[src/rtl/adcfs_pkg.sv]
package adcfs_pkg;

    // Sequencer phases: lead-in with chip select low, then free-running frames
    typedef enum logic [0:0] {
        SEQ_LEAD = 1'b0,
        SEQ_RUN  = 1'b1
    } seq_mode_e;

endpackage

[src/rtl/adcfs_sclk_seq.sv]
module adcfs_sclk_seq
    import adcfs_pkg::*;
#(
    parameter int DIV        = 8,
    parameter int FRAME_BITS = 16,
    localparam int BIT_W     = $clog2(FRAME_BITS)
) (
    input  logic             clk,
    input  logic             rst,
    output logic             sclk,
    output logic             cs_n,
    output logic             rise_stb,
    output logic [BIT_W-1:0] rise_bit,
    output logic             fall_stb,
    output logic [BIT_W-1:0] fall_bit
);
    localparam int HALF   = DIV / 2;
    localparam int PH_W   = (DIV > 2) ? $clog2(DIV) : 1;
    localparam int HOLD_W = PH_W + 2;

    typedef struct packed {
        seq_mode_e        mode;
        logic [PH_W-1:0]  ph;
        logic [BIT_W-1:0] bitn;
        logic             sclk;
        logic             cs_n;
    } seq_state_t;

    seq_state_t seq_d, seq_q;

    always_comb begin
        seq_d    = seq_q;
        rise_stb = 1'b0;
        fall_stb = 1'b0;
        case (seq_q.mode)
            SEQ_LEAD: begin
                seq_d.cs_n = 1'b0;
                if (!seq_q.cs_n) begin
                    if (seq_q.ph == PH_W'(HALF - 1)) begin
                        fall_stb   = 1'b1;
                        seq_d.mode = SEQ_RUN;
                        seq_d.ph   = '0;
                        seq_d.bitn = '0;
                        seq_d.sclk = 1'b0;
                    end else begin
                        seq_d.ph = seq_q.ph + PH_W'(1);
                    end
                end
            end
            default: begin
                if (seq_q.ph == PH_W'(HALF - 1)) begin
                    rise_stb   = 1'b1;
                    seq_d.sclk = 1'b1;
                    seq_d.ph   = seq_q.ph + PH_W'(1);
                end else if (seq_q.ph == PH_W'(DIV - 1)) begin
                    fall_stb   = 1'b1;
                    seq_d.sclk = 1'b0;
                    seq_d.ph   = '0;
                    seq_d.bitn = (seq_q.bitn == BIT_W'(FRAME_BITS - 1)) ?
                                 '0 : seq_q.bitn + BIT_W'(1);
                end else begin
                    seq_d.ph = seq_q.ph + PH_W'(1);
                end
            end
        endcase
    end

    always_ff @(posedge clk) begin
        if (rst) begin
            seq_q.mode <= SEQ_LEAD;
            seq_q.ph   <= '0;
            seq_q.bitn <= '0;
            seq_q.sclk <= 1'b1;
            seq_q.cs_n <= 1'b1;
        end else begin
            seq_q <= seq_d;
        end
    end

    assign sclk     = seq_q.sclk;
    assign cs_n     = seq_q.cs_n;
    assign rise_bit = seq_q.bitn;
    assign fall_bit = seq_d.bitn;

    // Checker state: how long the previous serial clock level lasted
    logic [HOLD_W-1:0] hold_q;
    logic              prev_sclk_q;
    logic              armed_q;

    always_ff @(posedge clk) begin
        if (rst) begin
            hold_q      <= '0;
            prev_sclk_q <= 1'b1;
            armed_q     <= 1'b0;
        end else begin
            prev_sclk_q <= sclk;
            if (sclk != prev_sclk_q) begin
                hold_q <= HOLD_W'(1);
                if (!sclk) armed_q <= 1'b1;
            end else if (hold_q != '1) begin
                hold_q <= hold_q + HOLD_W'(1);
            end
        end
    end


    sclk_half_chk: assert property (@(posedge clk) disable iff (rst)
        (sclk != prev_sclk_q && armed_q) |-> (hold_q == HOLD_W'(HALF)));


    cs_idle_chk: assert property (@(posedge clk) disable iff (rst)
        cs_n |-> sclk);


    cs_stays_low_chk: assert property (@(posedge clk) disable iff (rst)
        !cs_n |=> !cs_n);


    edge_exclusive_chk: assert property (@(posedge clk) disable iff (rst)
        !(rise_stb && fall_stb));

endmodule

[src/rtl/adcfs_capture.sv]
module adcfs_capture #(
    parameter int DIV        = 8,
    parameter int LEAD_BITS  = 4,
    parameter int RES_BITS   = 12,
    parameter int OUT_BITS   = 8,
    localparam int FRAME_BITS = LEAD_BITS + RES_BITS,
    localparam int BIT_W      = $clog2(FRAME_BITS)
) (
    input  logic                clk,
    input  logic                rst,
    input  logic                rise_stb,
    input  logic [BIT_W-1:0]    rise_bit,
    input  logic                din,
    output logic [OUT_BITS-1:0] sample,
    output logic                ready
);
    localparam int PERIOD = FRAME_BITS * DIV;
    localparam int GAP_W  = $clog2(PERIOD) + 2;

    typedef struct packed {
        logic [RES_BITS-1:0] shift;
        logic [OUT_BITS-1:0] sample;
        logic                ready;
    } cap_state_t;

    cap_state_t cap_d, cap_q;
    logic [RES_BITS-1:0] shifted;

    always_comb begin
        cap_d       = cap_q;
        cap_d.ready = 1'b0;
        shifted     = {cap_q.shift[RES_BITS-2:0], din};
        if (rise_stb && (rise_bit >= BIT_W'(LEAD_BITS))) begin
            cap_d.shift = shifted;
            if (rise_bit == BIT_W'(FRAME_BITS - 1)) begin
                cap_d.ready  = 1'b1;
                cap_d.sample = shifted[RES_BITS-1 -: OUT_BITS];
            end
        end
    end

    always_ff @(posedge clk) begin
        if (rst) begin
            cap_q <= '0;
        end else begin
            cap_q <= cap_d;
        end
    end

    assign sample = cap_q.sample;
    assign ready  = cap_q.ready;

    // Checker state: cycles since the previous ready pulse
    logic [GAP_W-1:0] gap_q;
    logic             seen_q;

    always_ff @(posedge clk) begin
        if (rst) begin
            gap_q  <= '0;
            seen_q <= 1'b0;
        end else if (ready) begin
            gap_q  <= GAP_W'(1);
            seen_q <= 1'b1;
        end else if (gap_q != '1) begin
            gap_q <= gap_q + GAP_W'(1);
        end
    end


    pulse_width_chk: assert property (@(posedge clk) disable iff (rst)
        ready |=> !ready);


    frame_period_chk: assert property (@(posedge clk) disable iff (rst)
        (ready && seen_q) |-> (gap_q == GAP_W'(PERIOD)));


    sample_hold_chk: assert property (@(posedge clk) disable iff (rst)
        !ready |-> $stable(sample));

endmodule

[src/rtl/adcfs_addr_out.sv]
module adcfs_addr_out #(
    parameter int FRAME_BITS = 16,
    parameter int ADDR_BITS  = 3,
    parameter int ADDR_FIRST = 2,
    parameter int CHANNEL    = 0,
    localparam int BIT_W     = $clog2(FRAME_BITS)
) (
    input  logic             clk,
    input  logic             rst,
    input  logic             fall_stb,
    input  logic [BIT_W-1:0] fall_bit,
    output logic             dout
);
    localparam logic [ADDR_BITS-1:0] CH_VEC = ADDR_BITS'(CHANNEL);

    typedef struct packed {
        logic dout;
    } addr_state_t;

    addr_state_t addr_d, addr_q;

    always_comb begin
        addr_d = addr_q;
        if (fall_stb) begin
            addr_d.dout = 1'b0;
            for (int i = 0; i < ADDR_BITS; i++) begin
                if (fall_bit == BIT_W'(ADDR_FIRST + i)) begin
                    addr_d.dout = CH_VEC[ADDR_BITS-1-i];
                end
            end
        end
    end

    always_ff @(posedge clk) begin
        if (rst) begin
            addr_q <= '0;
        end else begin
            addr_q <= addr_d;
        end
    end

    assign dout = addr_q.dout;


    addr_edge_chk: assert property (@(posedge clk) disable iff (rst)
        !fall_stb |=> $stable(dout));

endmodule

[src/rtl/adc_frame_sampler.sv]
module adc_frame_sampler #(
    parameter int DIV        = 8,
    parameter int LEAD_BITS  = 4,
    parameter int RES_BITS   = 12,
    parameter int OUT_BITS   = 8,
    parameter int ADDR_BITS  = 3,
    parameter int ADDR_FIRST = 2,
    parameter int CHANNEL    = 0
) (
    input  logic                clk,
    input  logic                rst,
    input  logic                adc_sdo,
    output logic                adc_sclk,
    output logic                adc_cs_n,
    output logic                adc_sdi,
    output logic [OUT_BITS-1:0] sample,
    output logic                sample_valid
);
    localparam int FRAME_BITS = LEAD_BITS + RES_BITS;
    localparam int BIT_W      = $clog2(FRAME_BITS);

    if (DIV < 2 || (DIV % 2) != 0) begin : g_bad_div
        $error("DIV must be even and at least 2");
    end
    if (OUT_BITS > RES_BITS || ADDR_FIRST + ADDR_BITS > FRAME_BITS) begin : g_bad_fields
        $error("field widths do not fit the frame");
    end

    logic             rise_stb;
    logic             fall_stb;
    logic [BIT_W-1:0] rise_bit;
    logic [BIT_W-1:0] fall_bit;

    adcfs_sclk_seq #(
        .DIV        (DIV),
        .FRAME_BITS (FRAME_BITS)
    ) i_seq (
        .clk      (clk),
        .rst      (rst),
        .sclk     (adc_sclk),
        .cs_n     (adc_cs_n),
        .rise_stb (rise_stb),
        .rise_bit (rise_bit),
        .fall_stb (fall_stb),
        .fall_bit (fall_bit)
    );

    adcfs_capture #(
        .DIV       (DIV),
        .LEAD_BITS (LEAD_BITS),
        .RES_BITS  (RES_BITS),
        .OUT_BITS  (OUT_BITS)
    ) i_cap (
        .clk      (clk),
        .rst      (rst),
        .rise_stb (rise_stb),
        .rise_bit (rise_bit),
        .din      (adc_sdo),
        .sample   (sample),
        .ready    (sample_valid)
    );

    adcfs_addr_out #(
        .FRAME_BITS (FRAME_BITS),
        .ADDR_BITS  (ADDR_BITS),
        .ADDR_FIRST (ADDR_FIRST),
        .CHANNEL    (CHANNEL)
    ) i_addr (
        .clk      (clk),
        .rst      (rst),
        .fall_stb (fall_stb),
        .fall_bit (fall_bit),
        .dout     (adc_sdi)
    );

endmodule

[config.mk]
export PLATFORM = sky130hd
export DESIGN_NAME = adc_frame_sampler
export DESIGN_NICKNAME = d
export VERILOG_FILES = /design/src/rtl/adcfs_pkg.sv /design/src/rtl/adcfs_sclk_seq.sv /design/src/rtl/adcfs_capture.sv /design/src/rtl/adcfs_addr_out.sv /design/src/rtl/adc_frame_sampler.sv
export SDC_FILE = /design/constraint.sdc
export NUM_CORES = 1
export LEC_CHECK = 0
export BUFFER_PORTS_ARGS = -buffer_cell sky130_fd_sc_hd__buf_2
export CORE_UTILIZATION = 23
export DETAILED_ROUTE_END_ITERATION = 8
export PLACE_DENSITY = 0.4
export SYNTH_ARGS = -nofsm -noshare
export SYNTH_HDL_FRONTEND = slang
export SYNTH_SLANG_ARGS = --single-unit
[constraint.sdc]
create_clock -name clk -period 2.11 [get_ports clk]
set_clock_uncertainty 0.15 [all_clocks]
set_input_delay 0 -clock clk [delete_from_list [all_inputs] [get_ports clk]]
set_output_delay 0 -clock clk [all_outputs]
set_load 0.05 [all_outputs]
### Word level (Yosys, flattened, before mapping)

Index checks and enable logic that the tools add are counted.

| cells by class | value |
|---|---|
| add/sub/neg operators | 2 |
| order comparisons | 1 |
| equal/unequal tests | 6 |
| multiplexer cells | 14 |
| bitwise logic cells | 1 |
| reduce and logical (&&, ||, !) cells | 7 |

Operators by type and width:

| cell | number |
|---|---|
| 5-bit two-way mux | 2 |
| 3-bit two-way mux | 3 |
| 9-bit two-way mux | 1 |
| 4-bit two-way mux | 2 |
| 8-bit two-way mux | 1 |
| 1-bit two-way mux | 5 |
| 4-bit by 1-bit adder with 4-bit output, second input constant | 1 |
| 4-bit equality test, second input constant | 1 |
| 4-bit by 3-bit >= comparator with 1-bit output, second input constant | 1 |
| 2-bit inequality test, second input constant | 2 |
| 4-bit AND reduction | 1 |
| 2-bit nonzero test | 2 |
| 3-bit by 1-bit adder with 3-bit output, second input constant | 1 |
| 3-bit by 2-bit equality test with 1-bit output, second input constant | 1 |
| 3-bit equality test, second input constant | 1 |
| 3-bit AND reduction | 1 |
| 2-bit by 1-bit inequality test with 1-bit output, second input constant | 1 |
| 2-bit AND reduction | 1 |
| 2-bit OR reduction | 1 |
| 1-bit logical AND | 1 |
| 1-bit NOT | 1 |

| word-level totals | value |
|---|---|
| flip-flop bits (word level) | 30 |
| output and inout bits | 12 |
| logic and storage cells | 39 |

### Depth between registers and ports, before layout

| depth | value |
|---|---|
| word-level depth | 6 |
| depth in mapped cells | 6 |

### Cells and area by module

From an unflattened synthesis, not the netlist that was laid out.

| unflattened totals | value |
|---|---|
| cell total of the unflattened synthesis | 171 |
| area total of the unflattened synthesis | 1,537.7 µm² |

By module, submodules not included:

| module | instances | cells each | area an instance (µm²) |
|---|---|---|---|
| adcfs_capture | 1 | 96 | 899.6 |
| adcfs_sclk_seq | 1 | 73 | 626.9 |
| adcfs_addr_out | 1 | 2 | 11.3 |

### Least setup slack after synthesis

OpenSTA, ideal clock, no wires.

| timing path | value |
|---|---|
| path kind | register to register |
| start | reg i_seq.seq_q[6] (netlist bit) |
| end | reg i_seq.seq_q (netlist bit i_seq.rise_bit[1]) |
| library setup time | 0.120 ns |
| arrival time | 1.392 ns |
| path slack | 0.447 ns |
| stages on the path, launching flop included | 7 |
| buffers on the path | 0 |
| clock period less this slack | 1.663 ns |
| cells stage by stage | dfxtp_1 -> ha_1 -> ha_1 -> nor2b_2 -> mux2_2 -> nand2_1 -> a21oi_1 |

| between the ends | value |
|---|---|
| word-level cells in the longest chain between the ends | 3 |

RTL lines:

| item | line | source |
|---|---|---|
| start: declaration | adcfs_sclk_seq.sv:29 | `seq_state_t seq_d, seq_q;` |
| start signal: assignment | adcfs_sclk_seq.sv:76 | `seq_q <= seq_d;` |
| 3-bit by 2-bit equality test with 1-bit output or 3-bit equality test (tied branches) | adcfs_sclk_seq.sv:39, adcfs_sclk_seq.sv:51, adcfs_sclk_seq.sv:55 |  |
| 2-bit inequality test (no line) or 2-bit nonzero test (tied branches) | - |  |
| 4-bit AND reduction (no line) (*) | - |  |

Mark *: on every way between the ends. The rest lies on a longest branch, timed or not.
A chain may end at the register's enable or synchronous reset.

### Worst setup path in the final report

Ends and elaborated chain as after synthesis.

==> impl_metrics.yaml <==
sta:
  setup_viol: 0
  min_period_ns: 1.83
  rsz0062_at_grt: "no"
  fmax_ghz: 0.547
  tightest_slew_ns: 0.738
  max-slew-margin-rel_pct: 50.6
  hold_viol_final: 0
  finalCritPeriodShare_pct: 86.6
  setup_tns_ns: 0
  drv_slew: 0
grt:
  met1_usage_pct: 11.2
  grt_use_met3_pct: 3.26
  grt_usage_pct: 8.73
  grt_use_met2_pct: 12.1
  grt_overflow: 0
  grt_antenna_before_repair: 0
  grt_max_degree: 29
  grt_pass1_vias: 903
  grt_pass1_wl_um: 4040
  top_usage_layer: "met2"
setup_path:
  cp_cell_sequence: "ha_1 > ha_1 > nor2b_2 > mux2_2 > nand2_1 > a21oi_1"
  cp.required_ns: 2.11
  crit_start: "i_seq.seq_q[6]"
  crit_path_end_kind: "register"
  r2r_start: "i_seq.seq_q[6]"
  start_kind: "register"
  cpMostUsedCell: "ha_1"
  cp.arrival_ns: 1.83
  max_stage_delay_ns: 0.36
  path_class: "reg2reg"
  critPathMaxFanout: 5
  crit_slowest_cell: "mux2_2"
logic_synthesis:
  synth_mux_area_share_pct: 15.7
  synthAdderAreaFrac_pct: 5.57
  synth-compound-area-share_pct: 8.17
  syn_nets: 148
  ys_seq_area_share_pct: 44.6
  avgSynthCellArea_sq_um: 9.69
  netlist_instances: 139
  synth_top_family_by_area: "simple AND/OR/NAND/NOR gates"
  yosys.area_share.simple_pct: 16.4
  synth_xor_area_share_pct: 0.650
  synthesis.area_sq_um: 1350
  synth-seq-cells: 30
  yosysWarnings: 0
  synth_cell_type_count: 31
cells_and_area:
  antenna_cells: 0
  nNetsFinal: 155
  multi_input_area_sq_um: 631
  stdcell_count: 219
  fill_cells: 612
  synthToLayoutAreaGrowth_pct: 12.1
  final_layout_size_suffix_gt1_share_pct: 18.4
  regArea_sq_um: 601
job:
  drv_cap: 0
cts:
  clock-root-buffer: "clkbuf_8"
  cts_inserted_buffers: 5
  clock-sinks: 30
  cts_setup_buffers: 0
  clk_latency_ns: 0.28
  cts.path.max_buffers: 2
  htree_levels: 2
  cts_resized: 0
  clk_pin_slew_worst_paths_ns: 0.06
  cts_tree: "done"
die:
  coreArea_sq_um: 5570
  fp.dieW_um: 78.5
  start_util_pct: 24.2
  io_pins: 15
  die_y_um: 78.5
  fp.dieArea_sq_um: 6170
  num_rows: 27
drt:
  drtIter0Drc: 45
  vias: 912
  routed_wl_um: 2350
  dr.pass1.iters: 3
  drc: 0
  wl_per_cell_um: 10.7
  viasPerCell: 4.16
  drtAntennaViolNets: 0
place:
  placedCellCount: 210
  portBuffers: 13
  gp_congestion: 0.772
  dp_hpwl_um: 1620
min_path:
  hold_class: "in2reg"
  worstHoldStart: "rst"
power:
  total_leakage_power_nw: 0.692
  vdd.ir_drop.worst_v: 0.000354
  powerDensity_nw_per_um2: 730
status:
  outcome: "completed"
cells by family (layout without fill, tap and decap cells):
kind of cell    count (synthesis)  after routing
mux                            21             21
flops                          30             30
simple gates                   44             44
compound gates                 17             17
xor+xnor                        1              1
fa+ha+maj                       6              6
buf+inv                        19             27
other cells                     1              1
timing repair:
item,CTS,global route
hold buffers,1,0
endpoints found under the setup margin,0,0
endpoints found under the hold margin,1,0
routing by layer:
metal,vias to the layer above,wire length [um]
met3,7,117
met4,0,48
met1,420,1230
li1,468,-
met2,17,957
met5,-,0
report_power, final:
group | leakage, nW | switching, W | total [W] | internal [W]
clock | 0.0482 | 0.000213 | 0.000475 | 0.000263
sequential | 0.242 | 0.00000704 | 0.000580 | 0.000573
combinational | 0.401 | 0.0000325 | 0.0000469 | 0.0000144
total | 0.692 | 0.000252 | 0.00110 | 0.000850
cells in the final DEF (no fill, tap or decap):
cell type / count
o211ai_1: 1
nor2_1: 24
xor2_1: 1
inv_1: 4
clkbuf_1: 1
o21ai_0: 4
nand3b_1: 1
o311a_1: 1
nand3_1: 1
a22oi_1: 1
clkbuf_8: 6
and3_1: 1
and2_1: 1
nor2_8: 1
nand3_4: 1
dfxtp_1: 30
dlygate4sd3_1: 1
nor2b_2: 1
buf_4: 1
o211ai_2: 1
conb_1: 1
buf_2: 13
mux2i_1: 20
a21oi_1: 6
nor3_1: 3
nand2_2: 1
nor2b_1: 2
clkinv_2: 1
a211oi_1: 3
nand2_1: 7
ha_1: 6
mux2_2: 1
synthesized netlist by cell type (all sizes together):
master | instances | share of area, %
inv | 4 | 1.1
and3 | 1 | 0.46
clkbuf | 3 | 0.93
a22oi | 1 | 0.56
buf | 12 | 6.6
ha | 6 | 5.6
a21oi | 6 | 2.2
o311a | 1 | 0.74
mux2i | 20 | 15
o211ai | 2 | 1.5
a211oi | 3 | 1.7
o21ai | 4 | 1.5
nor2b | 3 | 1.6
nor2 | 25 | 8.2
and2 | 1 | 0.46
xor2 | 1 | 0.65
nand3b | 1 | 0.56
dfxtp | 30 | 45
nand3 | 2 | 1.7
nor3 | 3 | 1.1
nand2 | 8 | 2.4
conb | 1 | 0.28
mux2 | 1 | 0.84
per-stage QoR:
stage / setup WS (ns) / total power, W / cell area [sq um] / util [%] / hold WS (ns)
final: 0.283 / 0.00110 / 1510 / 27.1 / 0.0252
after floorplan: 0.447 / 0.000629 / 1350 / - / -0.00606
after detailed placement: 0.284 / 0.000639 / 1410 / 25.3 / 0.118
after global placement: 0.304 / 0.000638 / 1410 / 25.3 / 0.0998
after global routing: 0.139 / 0.00116 / 1510 / 27.1 / 0.0494
after CTS: 0.273 / 0.00112 / 1510 / 27.1 / 0.0255
worst max-delay path, delay by kind of cell (launching register included):
kind | cells | cell delay, ns
AOI/OAI and AO/OA | 1 | 0.05
adders and majority gates | 2 | 0.50
muxes | 1 | 0.36
and+or+nand+nor | 2 | 0.30
DFF | 1 | 0.32
final cells by class:
type	instances	share of cell area (%)
well taps	72	5.97
inverters	4	0.994
repair buffers	15	5.47
flip-flops and latches	30	39.8
clock buffers	7	5.72
multi-input cells	90	41.8
clock inverters	1	0.331
sequential cells by signal (all words and copies together), names as in the netlist:
register        cells
i_cap.cap_q        11
i_cap.ready         1
i_cap.sample        8
i_seq.cs_n          1
i_seq.rise_bit      4
i_seq.sclk          1
i_seq.seq_q         4
worst paths after layout:
kind | endpoint | slack, ns | depth (start not counted)
setup reg to reg | i_seq.rise_bit[1] | 0.28 | 6
hold / removal | i_seq.seq_q[9] | 0.03 | 2
setup / recovery | i_seq.rise_bit[1] | 0.28 | 6
hold reg to reg | i_seq.seq_q[7] | 0.32 | 2
No activity file was read; power rests on OpenSTA's default activity.
